<file path="config.mk">
export PLATFORM = sky130hd
export DESIGN_NAME = power_good_gen
export DESIGN_NICKNAME = d
export VERILOG_FILES = /design/src/rtl/pgg_pkg.sv /design/src/rtl/pgg_rst_sync.sv /design/src/rtl/pgg_sync2.sv /design/src/rtl/pgg_rise_filter.sv /design/src/rtl/pgg_qual_timer.sv /design/src/rtl/power_good_gen.sv
export SDC_FILE = /design/constraint.sdc
export NUM_CORES = 1
export LEC_CHECK = 0
export ABC_AREA = 1
export BUFFER_PORTS_ARGS = -buffer_cell sky130_fd_sc_hd__buf_2
export CAP_MARGIN = 10
export CORE_MARGIN = 5
export CORE_UTILIZATION = 45
export CTS_CLUSTER_SIZE = 12
export DETAILED_ROUTE_END_ITERATION = 6
export PLACE_DENSITY = 0.7
export SLEW_MARGIN = 20
export SYNTH_ARGS = -nofsm -noshare
export SYNTH_HDL_FRONTEND = slang
export SYNTH_SLANG_ARGS = --single-unit
</file>
<file path="constraint.sdc">
create_clock -name clk -period 1.3 [get_ports clk]
set_input_delay 0.195 -clock clk [delete_from_list [all_inputs] [get_ports clk]]
set_output_delay 0.195 -clock clk [all_outputs]
set_load 0.1 [all_outputs]
</file>
<file path="src/rtl/pgg_pkg.sv">
package pgg_pkg;
  typedef struct packed {
    logic pgi;
    logic rails;
    logic main;
  } pgg_cond_t;
endpackage

</file>
<file path="src/rtl/pgg_rst_sync.sv">
module pgg_rst_sync (
  input  logic clk,
  input  logic rst_n,
  output logic rst_sync_n
);
  logic [1:0] stage_q;

  always_ff @(posedge clk or negedge rst_n) begin
    if (!rst_n) stage_q <= 2'b00;
    else        stage_q <= {stage_q[0], 1'b1};
  end

  assign rst_sync_n = stage_q[1];
endmodule

</file>
<file path="src/rtl/pgg_sync2.sv">
module pgg_sync2 #(
  parameter int WIDTH = 1
) (
  input  logic             clk,
  input  logic             rst_n,
  input  logic [WIDTH-1:0] async_in,
  output logic [WIDTH-1:0] sync_out
);
  logic [WIDTH-1:0] meta_q;
  logic [WIDTH-1:0] stable_q;

  always_ff @(posedge clk or negedge rst_n) begin
    if (!rst_n) begin
      meta_q   <= '0;
      stable_q <= '0;
    end else begin
      meta_q   <= async_in;
      stable_q <= meta_q;
    end
  end

  assign sync_out = stable_q;
endmodule

</file>
<file path="src/rtl/pgg_rise_filter.sv">
module pgg_rise_filter #(
  parameter int HOLD_TICKS = 73
) (
  input  logic clk,
  input  logic rst_n,
  input  logic level_in,
  output logic level_ok
);
  localparam int CW = $clog2(HOLD_TICKS + 2);
  localparam logic [CW-1:0] LIMIT = CW'(HOLD_TICKS);

  logic [CW-1:0] cnt_q, cnt_d;
  logic          cnt_en;

  always_comb begin
    cnt_en = 1'b0;
    cnt_d  = cnt_q;
    if (!level_in) begin
      cnt_en = (cnt_q != '0);
      cnt_d  = '0;
    end else if (cnt_q != LIMIT) begin
      cnt_en = 1'b1;
      cnt_d  = cnt_q + 1'b1;
    end
  end

  always_ff @(posedge clk or negedge rst_n) begin
    if (!rst_n)      cnt_q <= '0;
    else if (cnt_en) cnt_q <= cnt_d;
  end

  // rising edge waits for the hold count, falling edge passes at once
  assign level_ok = level_in && (cnt_q == LIMIT);
endmodule

</file>
<file path="src/rtl/pgg_qual_timer.sv">
module pgg_qual_timer #(
  parameter int QUAL_TICKS = 300000
) (
  input  logic clk,
  input  logic rst_n,
  input  logic cond,
  output logic good
);
  localparam int CW = $clog2(QUAL_TICKS + 2);
  localparam logic [CW-1:0] LIMIT = CW'(QUAL_TICKS);

  logic [CW-1:0] qcnt_q, qcnt_d;
  logic          qcnt_en;
  logic          good_q, good_d;

  always_comb begin
    qcnt_en = 1'b0;
    qcnt_d  = qcnt_q;
    if (!cond) begin
      qcnt_en = (qcnt_q != '0);
      qcnt_d  = '0;
    end else if (qcnt_q != LIMIT) begin
      qcnt_en = 1'b1;
      qcnt_d  = qcnt_q + 1'b1;
    end
    good_d = cond && (qcnt_q == LIMIT);
  end

  always_ff @(posedge clk or negedge rst_n) begin
    if (!rst_n)       qcnt_q <= '0;
    else if (qcnt_en) qcnt_q <= qcnt_d;
  end

  always_ff @(posedge clk or negedge rst_n) begin
    if (!rst_n) good_q <= 1'b0;
    else        good_q <= good_d;
  end

  assign good = good_q;
endmodule

</file>
<file path="src/rtl/power_good_gen.sv">
module power_good_gen #(
  parameter int NUM_RAILS  = 3,
  parameter int FILT_TICKS = 73,
  parameter int QUAL_TICKS = 300000
) (
  input  logic                 clk,
  input  logic                 rst_n,
  input  logic                 pgi_ok,
  input  logic [NUM_RAILS-1:0] rail_ok,
  input  logic                 main_ok,
  output logic                 pg_out
);
  import pgg_pkg::*;

  localparam int SYNC_W = NUM_RAILS + 1;

  logic                 rst_i_n;
  logic [SYNC_W-1:0]    sync_vec;
  logic                 pgi_s;
  logic [NUM_RAILS-1:0] rail_s;
  logic                 pgi_filt;
  pgg_cond_t            cond;
  logic                 all_ok;

  pgg_rst_sync u_rst (
    .clk        (clk),
    .rst_n      (rst_n),
    .rst_sync_n (rst_i_n)
  );

  pgg_sync2 #(.WIDTH(SYNC_W)) u_sync (
    .clk      (clk),
    .rst_n    (rst_i_n),
    .async_in ({rail_ok, pgi_ok}),
    .sync_out (sync_vec)
  );

  assign pgi_s  = sync_vec[0];
  assign rail_s = sync_vec[SYNC_W-1:1];

  pgg_rise_filter #(.HOLD_TICKS(FILT_TICKS)) u_filt (
    .clk      (clk),
    .rst_n    (rst_i_n),
    .level_in (pgi_s),
    .level_ok (pgi_filt)
  );

  always_comb begin
    cond.pgi   = pgi_filt;
    cond.rails = &rail_s;
    cond.main  = main_ok;
    all_ok     = cond.pgi && cond.rails && cond.main;
  end

  pgg_qual_timer #(.QUAL_TICKS(QUAL_TICKS)) u_qual (
    .clk   (clk),
    .rst_n (rst_i_n),
    .cond  (all_ok),
    .good  (pg_out)
  );
endmodule

</file>
# [Word level (Yosys, flattened, before mapping)]
# Cells that the tools add are included.
[word_totals] regBits=37 inputBits=7 output_inout_bits=1 wordCells=31
[op_classes] addsub=2 n_eq_ne=6 muxes=8 n_reduce_logical=9
[op_table] operator="$mux W19" n=2
[op_table] operator="$add A19 B1 Y19 const B" n=1
[op_table] operator="$eq A19 B19 Y1 const B" n=1
[op_table] operator="$ne A19 B19 Y1 const B" n=1
[op_table] operator="$reduce_bool A19 Y1" n=1
[op_table] operator="$mux W7" n=2
[op_table] operator="$add A7 B1 Y7 const B" n=1
[op_table] operator="$eq A7 B7 Y1 const B" n=1
[op_table] operator="$ne A7 B7 Y1 const B" n=1
[op_table] operator="$reduce_bool A7 Y1" n=1
[op_table] operator="$logic_and A1 B1 Y1" n=4
[op_table] operator="$mux W1" n=4
[op_table] operator="$reduce_and A2 Y1" n=2
[op_table] operator="$reduce_and A3 Y1" n=1
[op_table] operator="$ne A2 B1 Y1 const B" n=1
[op_table] operator="$ne A2 B2 Y1 const B" n=1

# [Depth between registers and ports, before layout]
# Gate-level depths: netlist of the first run.
[logic_depth] depth_word=6 ltp_mapped=11 ltp_nobuf=11

# [By module]
# Synthesis of the first run repeated with hierarchy kept, for this count alone.
[hier_totals] hier_cells=276 hier_area_um2=2064.5
[by_module_without_submodules] mod="pgg_qual_timer" n_inst=1 cells_per_inst=196 area_per_inst_um2=1352.5 seq_area_each_um2=500.5
[by_module_without_submodules] mod="pgg_rise_filter" n_inst=1 cells_per_inst=66 area_per_inst_um2=445.4 seq_area_each_um2=175.2
[by_module_without_submodules] mod="pgg_sync2" n_inst=1 cells_per_inst=8 area_per_inst_um2=200.2 seq_area_each_um2=200.2
[by_module_without_submodules] mod="pgg_rst_sync" n_inst=1 cells_per_inst=3 area_per_inst_um2=53.8 seq_area_each_um2=50.0
[by_module_without_submodules] mod="power_good_gen" n_inst=1 cells_per_inst=3 area_per_inst_um2=12.5 seq_area_each_um2=0.0

# [Worst setup path before layout of the first run]
# Ideal clock, no wire load.
[synth_timing] path_kind="reg2reg" from="register u_qual.qcnt_q[0]" to="register u_qual.qcnt_q[10]" setup_time_ps=63 t_arrival_ps=1372 required_ps=1237 path_slack_ps=-135 stages_incl_launch_ff=12 n_path_buf=1 period_less_slack_ps=1435 path_cell_list="dfrtp_1 inv_1 ha_1 inv_1 nor2_1 nand4_1 nor2_4 nand2_4 buf_6 nand3_1 nand2_1 inv_1"
[synth_via] elab_chain_len=4 elab_cells_between_ends=9 cone_classes="add/sub (1); eq/ne (2); mux (4); reduce/logical (2)"
[synth_lines] item="start, declared" line_no="pgg_qual_timer.sv:12" text="logic [CW-1:0] qcnt_q, qcnt_d;"
[synth_lines] item="start signal, assigned" line_no="pgg_qual_timer.sv:31" text="else if (qcnt_en) qcnt_q <= qcnt_d;"
[synth_lines] item="parallel branches: the longest is 4 deep, another holds $add A19 B1 Y19"
# Parallel ways; which one is timed is not known. The select of a mux whose other input is x is not followed.
# A chain may end at the register's enable or synchronous reset.

# [Worst setup path after layout of the first run]
[layout_timing] from="register u_qual.qcnt_q[0]" to="register u_qual.qcnt_q[0]"
# Same word-level chain as after synthesis.

==> results of run 1 <==
[per-layer routing]
layer	track usage [%]	share of wire [%]
met1	20.9	44
met2	25.0	49
met3	3.86	4.7
met4	5.77	1.8
met5	0	0
[cells by family (layout without fill, tap and decap cells)]
family	Yosys count	in the layout	synth area share (%)
flip-flops	37	37	46.0
buffers and inverters	40	111	8.51
other	1	1	0.186
AND/OR/NAND/NOR	155	156	36.1
XOR/XNOR	7	7	3.04
AO/OA/AOI/OAI	12	12	3.11
adder cells (fa/ha/maj)	5	5	3.11
[worst min path at each step]
stage | slack [ps] | end | cells after the start
detailed placement | -20 | u_rst.stage_q[1] | 1
global placement | -20 | u_rst.stage_q[0] | 1
floorplan | -100 | u_rst.stage_q[0] | 0
finish | 80 | u_sync.meta_q[1] | 0
global route | 100 | u_sync.meta_q[3] | 0
CTS | 90 | u_sync.meta_q[1] | 0
[critical path: cells and delay by family, from the launching register on]
family                     cells  cell delay [ps]
adders and majority gates      1              130
buffers and inverters          2              130
DFF                            1              410
and+or+nand+nor                7              840
[registers in the layout, indices dropped and copies added, names as in the netlist]
register / cells
u_qual.qcnt_q: 19
u_sync.sync_out: 4
u_sync.meta_q: 4
u_qual.good: 1
u_filt.cnt_q: 7
u_rst.stage_q: 2
[placed cells by master (no fill, tap or decap), drive strengths merged]
cell	n
nor3b	1
nor2	42
inv	39
o21ai	9
dfrtp	37
buf	59
o21bai	1
clkbuf	5
nand2	76
ha	5
nand3b	2
a21oi	2
conb	1
clkinvlp	1
nand4	8
dlygate4sd3	5
xnor2	2
nand3	22
xor2	5
clkinv	2
nor3	5
[metrics by stage]
| stage | cells | instance area [µm²] | utilization, % | setup TNS, ps | hold WS [ps] |
|---|---|---|---|---|---|
| final | 381 | 2920 | 67.0 | -3900 | 79.8 |
| after global routing | 381 | 2920 | 67.0 | -6090 | 102 |
| after CTS | 368 | 2630 | 60.5 | -2770 | 85.1 |
| after detailed placement | 349 | 2390 | 55.0 | -3140 | -18.6 |
| after global placement | 349 | 2390 | 55.0 | -2190 | -19.6 |
| after floorplan | 257 | 2040 | - | -494 | -101 |
[power by group through the flow]
stage	combinational, mW	clock, mW	sequential [mW]
floorplan	0.169	0	1.28
global placement	0.338	0	1.26
detailed placement	0.344	0	1.26
CTS	0.380	0.841	1.24
global route	0.511	0.897	1.24
finish	0.458	0.824	1.24
[final cells by class]
cell class	instances	area (µm²)
fill	318	1440
multi-input combinational	181	1130
sequential	37	927
timing repair buffer	64	534
inverter	38	156
clock buffer	5	68.8
tap	52	65.1
clock inverter	3	21.3
timing repair inverter	1	11.3
[what timing repair did]
item / CTS / global route
pin swaps: 10 / 19
cloned: 0 / 2
hold buffers: 5 / 0
gates resized for setup: 19 / 50
setup endpoints to repair: 24 / 26
endpoints found under the hold margin: 6 / 0
buffers inserted: 6 / 11
==> reports/summary.md, run 1 <==
- **cell internal power dissipation** 1.81 mW
- **r2r startpoint** u_qual.qcnt_q[0]
- **clk slew on worst S/H paths** 80 ps
- **All-Layer GR Usage** 15.8%
- **number of antenna violations at the first check in global routing** 0
- **total length of routed wires** 4780 µm
- **synthesis-to-finish area growth** 44.8%
- **total power per unit cell area** 864 nW/µm²
- **syn_nets** 269
- **average wire length per cell after detail routing** 12.5 µm
- **class of the most critical hold timing path** register to asynchronous set/reset pin
- **fin crit period** 1570 ps
- **register bit count reported by yosys** 37
- **chip width** 76.9 µm
- **most repeated cell in the gate-level netlist after synthesis** nand2_1
- **Max Slew Vio Count** 0
- **mean post-synth cell area** 7.84 µm²
- **timing-limited maximum frequency** 637 MHz
- **number of failing hold endpoints at the final stage** 0
- **Worst path slowest cell** dfrtp_1
- **diode insertion count for antenna repair** 0
- **Worst Setup Slack post-DPL** -236 ps
- **Peak supply drop** 0.000804 V
- **logic gate share of total power** 18.2%
- **crit end category** register
- **share of the synthesized area in the top cell type** 46.0%
- **site row count** 24
- **clock insertion delay at the later pin of the skew report** 300 ps
- **grt total ovfl** 0
- **global-route wire length before repair** 7530 µm
- **maximum level of the CTS H-tree** 2
- **Critical path destination** u_qual.qcnt_q[0]
- **count of buffers from port buffering** 7
- **setup repair after global routing missed its margin** yes
- **clock buffer depth** 2
- **post-route clock period utilization** 121%
- **share of synthesized registers carrying an async set or reset** 100%
- **core region area** 4350 µm²
- **violations in the final reports** setup timing
- **count of nets after finishing** 340
- **Syn. warnings** 0
- **slack of the critical path** -270 ps
- **power share of the clock group** 32.7%
- **number of CTS-inserted buffers** 5
- **launching element of the worst setup path** u_qual.qcnt_q[0]
- **data required time at the worst endpoint** 1540 ps
- **share of the yosys chip area belonging to registers** 46.0%
- **1st-iter DRT viols** 135
- **top cells by count, synth** 70 x nand2_1, 37 x dfrtp_1, 35 x inv_1
- **dominant cells by area after synthesis** dfrtp_1 46%, nand2_1 13%, inv_1 6.5%
- **maximum number of pins on one net before global-route repair** 33
- **post-synthesis instance area** 2010 µm²
- **register-to-register path setup slack** -270 ps
- **final RePlAce weighted congestion** 0.859
- **clock tree root driver cell** clkbuf_8
- **leakage power of the design** 1.42 nW
- **number of flops mapped to enable cells by yosys** 0
- **status** complete, but fails checks
- **post-route clock skew** 10.4 ps
- **power dissipated by switching net loads** 712 µW
- **cell count after synthesis** 257
- **max-cap violation count** 0
- **final number of setup-violating endpoints** 20
- **Post-DRT Antenna Nets** 0
- **share of total power in sequential cells** 49.1%
- **Synth Flop Type** dfrtp_1
- **TritonCTS sink count** 37
- **TritonCTS clock tree** yes
- **via count of the first global-routing pass** 1,717
- **cell with the most instances on the worst path** nand2_1
- **net switching fraction of the power** 28.3%
- **worst-path fanout max** 5
- **critical path arrival** 1810 ps
- **cell-by-cell trace of the critical path** inv_2 -> ha_4 -> inv_2 -> nor2_4 -> nand2_2 -> nor2_4 -> nand4_1 -> nand2_1 -> nand2_1 -> nand2_1
- **length in cells of the worst reg-to-reg path** 10
- **die height** 76.9 µm
- **total number of vias** 1,872
- **fraction of layout cells with a size suffix above 1** 39.5%
- **Critical Path Source Type** register
- **count of cell types in the netlist** 26
- **slowest cell delay on critical path** 410 ps
- **worst setup path category** register to register
- **detailed-route vias per instance** 4.91
- **effective utilization at floorplan** 46.3%
- **end of the worst register-to-register path** u_qual.qcnt_q[0]
- **area leader, netlist** dfrtp_1
- **detailed-route DRC error count** 0
- **half-perimeter wire length after placement** 2960 µm
- **num ports** 8
- **full die area** 5910 µm²
- **first-pass detailed-route iteration total** 4
- **Design Power** 2.52 mW
Power figures use the tool's default switching activity.
==> run 2: changes to the inputs <==
Settings changed: ABC_AREA 1 to unset.
==> run 2 against run 1 <==
Net effect: the flow still finishes with violations (setup timing); die area is 13% lower; clock-buffer cell count stayed put; critical path type unchanged; critical path depth decreased by 3; largest cell class is now registers; via count fell by 25%; combinational power fell by 23%; critical endpoint unchanged.
==> reports/summary.md, run 2 <==
- **cell internal power dissipation** 1.93 mW
- **total length of routed wires** 3850 µm
- **post-synthesis instance area** 1710 µm²
- **share of the synthesized area in the top cell type** 54.1%
- **final number of setup-violating endpoints** 23
- **critical path arrival** 2250 ps
- **worst setup path category** register to register
- **count of buffers from port buffering** 7
- **uppermost routed layer** met4
- **share of synthesized registers carrying an async set or reset** 100%
- **maximum number of pins on one net before global-route repair** 36
- **setup repair after global routing missed its margin** yes
- **count of nets after finishing** 236
- **logic depth of the worst path, buffers included** 7
- **Worst path slowest cell** or4_4
- **mux share of post-synthesis cell area** 1.17%
- **global-route wire length before repair** 6570 µm
- **crit end category** register
- **most common cell after layout, fill and taps aside** buf_4
- **number of flip-flops in the largest register** 19
- **min-delay src** rail_ok[0]
- **dpl cells** 255
- **area leader, netlist** dfrtp_1
- **via count of the first global-routing pass** 1,490
- **average wire length per cell after detail routing** 14.1 µm
- **core region area** 3660 µm²
- **total routed wire length on the met1 layer** 1580 µm
- **data required time at the worst endpoint** 1500 ps
- **first-pass detailed-route iteration total** 4
- **register bit count reported by yosys** 37
- **clk slew on worst S/H paths** 80 ps
- **power share of the clock group** 38.0%
- **fin crit period** 2040 ps
- **number of failing hold endpoints at the final stage** 0
- **detailed-route DRC error count** 0
- **Syn. warnings** 0
- **share of synthesized cell area in and, or, nand and nor gates** 24.9%
- **timing-limited maximum frequency** 489 MHz
- **number of antenna violations at the first check in global routing** 0
- **half-perimeter wire length after placement** 2590 µm
- **Top Registers** u_qual.qcnt_q (19), u_filt.cnt_q (7)
- **final std cell area, no fill** 2430 µm²
- **worst-path fanout max** 4
- **top cells by count, synth** 37 x dfrtp_1, 27 x nor2_1, 14 x xnor2_1
- **diode insertion count for antenna repair** 0
- **core utilization of the finished layout** 66.4%
- **end of the worst register-to-register path** u_qual.qcnt_q[0]
- **Buffers & Inverters on Critical Path** 1
- **mean post-synth cell area** 10.7 µm²
- **clock buffer depth** 2
- **post-synthesis xor/xnor area fraction** 11.3%
- **number of CTS-inserted buffers** 5
- **status** complete, but fails checks
- **r2r startpoint** u_qual.qcnt_q[0]
- **Hold EP** u_sync.meta_q[1]
- **total number of vias** 1,405
- **total power per unit cell area** 1050 nW/µm²
- **site row count** 22
- **post-placement cell area** 2130 µm²
- **commonest cells after routing, fill and taps aside** 44 x buf_4, 37 x dfrtp_1, 24 x nor2_1
- **cell count after synthesis** 160
- **count of cell types in the netlist** 34
- **register bank with the most flops** u_qual.qcnt_q
- **synthesis-to-finish area growth** 42.2%
- **post-route clock skew** 8.86 ps
- **fraction of layout cells with a size suffix above 1** 38.8%
- **die height** 71.7 µm
- **violations in the final reports** setup timing
- **length of routed met3 wiring** 156 µm
- **clock insertion delay at the later pin of the skew report** 300 ps
- **combinational family with the most area after synthesis** simple AND/OR/NAND/NOR gates
- **detailed-route vias per instance** 5.17
- **category of cells accounting for the largest share of critical-path delay** simple AND/OR/NAND/NOR gates
- **synthesized-area fraction occupied by adder cells** 3.66%
- **register-to-register path setup slack** -740 ps
- **Critical Path Source Type** register
- **share of total power in sequential cells** 48.2%
- **syn_nets** 172
- **Synth Flop Type** dfrtp_1
- **TritonCTS sink count** 37
- **max-cap violation count** 0
- **grt total ovfl** 0
- **launching element of the worst setup path** u_qual.qcnt_q[0]
- **effective utilization at floorplan** 46.7%
- **full die area** 5130 µm²
- **class of the most critical hold timing path** input port to register
- **1st-iter DRT viols** 54
- **cell-by-cell trace of the critical path** inv_2 -> ha_4 -> nor4b_4 -> nand4_1 -> or4_4 -> or3_1 -> o311ai_1
- **Peak supply drop** 0.000772 V
- **post-route clock period utilization** 157%
- **clock tree root driver cell** clkbuf_8
- **Max Slew Vio Count** 0
- **net switching fraction of the power** 24.4%
- **logic gate share of total power** 13.9%
- **power dissipated by switching net loads** 621 µW
- **num ports** 8
- **leakage power of the design** 1.10 nW
- **final RePlAce weighted congestion** 0.846
- **most repeated cell in the gate-level netlist after synthesis** dfrtp_1
- **met2 WL** 1990 µm
- **maximum level of the CTS H-tree** 2
- **slack of the critical path** -745 ps
- **number of flops mapped to enable cells by yosys** 0
- **length in cells of the worst reg-to-reg path** 7
- **Post-DRT Antenna Nets** 0
- **All-Layer GR Usage** 16.7%
- **TritonCTS clock tree** yes
- **Hold Crit Depth** 1
- **compound-gate portion of the synthesized area** 2.85%
- **chip width** 71.7 µm
- **share of the yosys chip area belonging to registers** 54.1%
- **dominant cells by area after synthesis** dfrtp_1 54%, xnor2_1 7.2%, nor2_1 5.9%
- **Final Instance Count excl. Fillers** 272
- **slowest cell delay on critical path** 470 ps
run 2: layout make-up:
class,count,area (µm²)
tap,48,60.1
clock buffer,5,68.8
clock inverter,2,35.0
timing repair buffer,59,450
sequential,37,926
inverter,6,22.5
multi-input combinational,115,870
fill,254,1230
run 2: metrics by stage:
step / hold WS [ps] / TNS [ps] / setup slack (ps) / total power, mW
after floorplan: -101 / -7070 / -537 / 1.42
after global placement: -20.5 / -7710 / -567 / 1.53
after detailed placement: -18.8 / -8790 / -652 / 1.54
after CTS: 6.33 / -8870 / -627 / 2.50
after global routing: 2.47 / -11130 / -821 / 2.66
final: 8.13 / -9530 / -745 / 2.55
run 2: cells by family after synthesis:
logic type               after synthesis
other                                  1
multiplexers                           2
AND/OR/NAND/NOR                       79
adder cells (fa/ha/maj)                5
flip-flops                            37
AO/OA/AOI/OAI                          6
buffers and inverters                  8
XOR/XNOR                              22
run 2: power groups by stage:
| stage | clock network, mW | logic [mW] | registers (mW) |
|---|---|---|---|
| global placement | 0 | 0.282 | 1.25 |
| CTS | 0.973 | 0.303 | 1.22 |
| global route | 1.04 | 0.392 | 1.23 |
| detailed placement | 0 | 0.297 | 1.25 |
| finish | 0.968 | 0.353 | 1.23 |
| floorplan | 0 | 0.151 | 1.27 |
run 2: what timing repair did:
action / in CTS / in global routing
setup endpoints to repair: 21 / 24
gates resized for setup: 5 / 23
hold buffers: 2 / 2
hold endpoints to repair: 3 / 2
buffers inserted: 4 / 5
pin swaps: 1 / 8
run 2: how the worst max path moves through the flow:
stage,slack [ps],endpoint
6_report,-740,u_qual.qcnt_q[0]
5_1_grt,-820,u_qual.qcnt_q[0]
4_1_cts,-630,u_qual.qcnt_q[0]
3_5_place_dp,-650,u_qual.qcnt_q[1]
3_3_place_gp,-570,u_qual.qcnt_q[1]
2_1_floorplan,-540,u_qual.qcnt_q[1]
run 2: per-layer routing:
layer / track usage (%) / vias to the layer above
met4: 8.98 / 0
met2: 28.5 / 31
met5: 0 / -
li1: - / 673
met1: 17.9 / 689
met3: 6.03 / 12
==> run 3: changes to the inputs <==
Settings changed: MAX_ROUTING_LAYER set to met4, PLACE_DENSITY 0.7 to unset.
==> run 3 against run 2 <==
Net effect: the flow finishes with violations (DRC, setup timing); fmax rose by 5.3%; combinational power increased by 21%; total power increased by 13%; setup slack better by 100 ps; die area is the same; global-route usage decreased by 0.14 points; register-to-register slack better by 100 ps; non-clock buffer count rose by 3; hold slack got worse by 2.1 ps; final cell count grew 1.5%; utilization up 3.1 points; clock power increased by 25%.
==> reports/summary.md, run 3 (same netlist as run 2, synthesis figures left out) <==
- **max-cap violation count** 0
- **number of flip-flops in the largest register** 19
- **number of failing hold endpoints at the final stage** 0
- **critical path arrival** 2130 ps
- **Post-DRT Antenna Nets** 0
- **leakage power of the design** 1.11 nW
- **maximum level of the CTS H-tree** 2
- **fraction of layout cells with a size suffix above 1** 43.4%
- **TritonCTS clock tree** yes
- **chip width** 71.7 µm
- **Final Instance Count excl. Fillers** 276
- **setup repair after global routing missed its margin** yes
- **min-delay src** rail_ok[0]
- **detailed-route DRC error count** 1
- **final number of setup-violating endpoints** 23
- **Top Registers** u_qual.qcnt_q (19), u_filt.cnt_q (7)
- **worst setup path category** register to register
- **diode insertion count for antenna repair** 0
- **Max Slew Vio Count** 0
- **first-pass detailed-route iteration total** 6
- **clk slew on worst S/H paths** 80 ps
- **count of buffers from port buffering** 7
- **length in cells of the worst reg-to-reg path** 7
- **total number of vias** 1,405
- **final RePlAce weighted congestion** 0.937
- **register-to-register path setup slack** -640 ps
- **class of the most critical hold timing path** input port to register
- **crit end category** register
- **GR Util met1** 19.6%
- **average wire length per cell after detail routing** 13.9 µm
- **violations in the final reports** DRC, setup timing
- **commonest cells after routing, fill and taps aside** 46 x buf_4, 36 x dfrtp_1, 19 x nor2_1
- **core region area** 3660 µm²
- **dpl cells** 256
- **Hold Crit Depth** 1
- **global-route met2 utilization** 28.8%
- **total power per unit cell area** 1130 nW/µm²
- **most utilized layer in the global route result** met2
- **site row count** 22
- **post-route clock period utilization** 149%
- **final std cell area, no fill** 2540 µm²
- **fin crit period** 1940 ps
- **number of antenna violations at the first check in global routing** 0
- **count of nets after finishing** 239
- **full die area** 5130 µm²
- **data required time at the worst endpoint** 1490 ps
- **effective utilization at floorplan** 46.7%
- **Critical Path Source Type** register
- **via count of the first global-routing pass** 1,468
- **All-Layer GR Usage** 16.5%
- **timing-limited maximum frequency** 515 MHz
- **status** complete, but fails checks
- **r2r startpoint** u_qual.qcnt_q[0]
- **post-placement cell area** 2130 µm²
- **TritonCTS sink count** 37
- **register bank with the most flops** u_qual.qcnt_q
- **worst-path fanout max** 4
- **Hold EP** u_sync.meta_q[1]
- **most common cell after layout, fill and taps aside** buf_4
- **launching element of the worst setup path** u_qual.qcnt_q[0]
- **slack of the critical path** -642 ps
- **detailed-route vias per instance** 5.09
- **number of CTS-inserted buffers** 5
- **clock tree root driver cell** clkbuf_8
- **grt total ovfl** 0
- **clock buffer depth** 2
- **total length of routed wires** 3840 µm
- **half-perimeter wire length after placement** 2580 µm
- **Peak supply drop** 0.000940 V
- **die height** 71.7 µm
- **FILL cells** 258
- **maximum number of pins on one net before global-route repair** 36
- **1st-iter DRT viols** 90
- **synthesis-to-finish area growth** 48.8%
- **end of the worst register-to-register path** u_qual.qcnt_q[0]
- **post-route clock skew** 9.34 ps
- **global-route wire length before repair** 6550 µm
- **clock insertion delay at the later pin of the skew report** 290 ps
- **num ports** 8
- **met3 capacity usage during global routing** 3.37%
==> run 3: timing repair <==
| item | CTS | global route |
|---|---|---|
| endpoints found under the hold margin | 3 | 2 |
| resized for setup | 6 | 36 |
| setup endpoints to repair | 23 | 24 |
| hold buffers | 2 | 2 |
| setup buffers | 5 | 6 |
| pin swaps | 3 | 12 |
==> run 3: worst max path at each step <==
stage / slack (ps) / to / depth (start not counted)
finish: -640 / u_qual.qcnt_q[0] / 7
global route: -770 / u_qual.qcnt_q[0] / 5
CTS: -640 / u_qual.qcnt_q[0] / 7
detailed placement: -660 / u_qual.qcnt_q[1] / 7
global placement: -560 / u_qual.qcnt_q[1] / 7
floorplan: -540 / u_qual.qcnt_q[1] / 7
==> run 3: area by class of cell <==
| type | count | area [µm²] | area share (%) |
|---|---|---|---|
| sequential | 37 | 927 | 36.4 |
| multi-input combinational | 115 | 917 | 36.0 |
| timing repair buffer | 62 | 480 | 18.9 |
| clock buffer | 5 | 68.8 | 2.70 |
| clock inverter | 3 | 68.8 | 2.70 |
| tap | 48 | 60.1 | 2.36 |
| inverter | 6 | 22.5 | 0.885 |
==> run 3: metrics by stage <==
| stage | util, % | worst slack, ps | total power, mW | hold slack [ps] | setup TNS, ps |
|---|---|---|---|---|---|
| CTS | 64.1 | -641 | 2.78 | 0.496 | -9140 |
| finish | 69.5 | -642 | 2.87 | 5.98 | -9190 |
| detailed placement | 58.3 | -658 | 1.55 | -17.9 | -9000 |
| global placement | 58.3 | -556 | 1.53 | -20.4 | -7930 |
| global route | 69.5 | -772 | 3.00 | 0.473 | -11130 |
| floorplan | - | -537 | 1.42 | -101 | -7070 |
==> run 3: worst max-delay path: stages, from the launching register on <==
cell,delay (ps)
dfrtp_1,400
inv_2,60
ha_1,130
nor4b_4,200
nand4_1,150
or4_4,460
or3_1,340
o311ai_1,100
==> run 3: power breakdown <==
part	internal, mW	switching, mW
registers	1.20	0.0360
clock network	0.773	0.437
logic	0.205	0.221
==> run 3: metal layers <==
layer	wire length (µm)	part of all wire [%]
met1	1660	43
met2	1990	52
met3	134	3.5
met4	48	1.3
met5	0	0
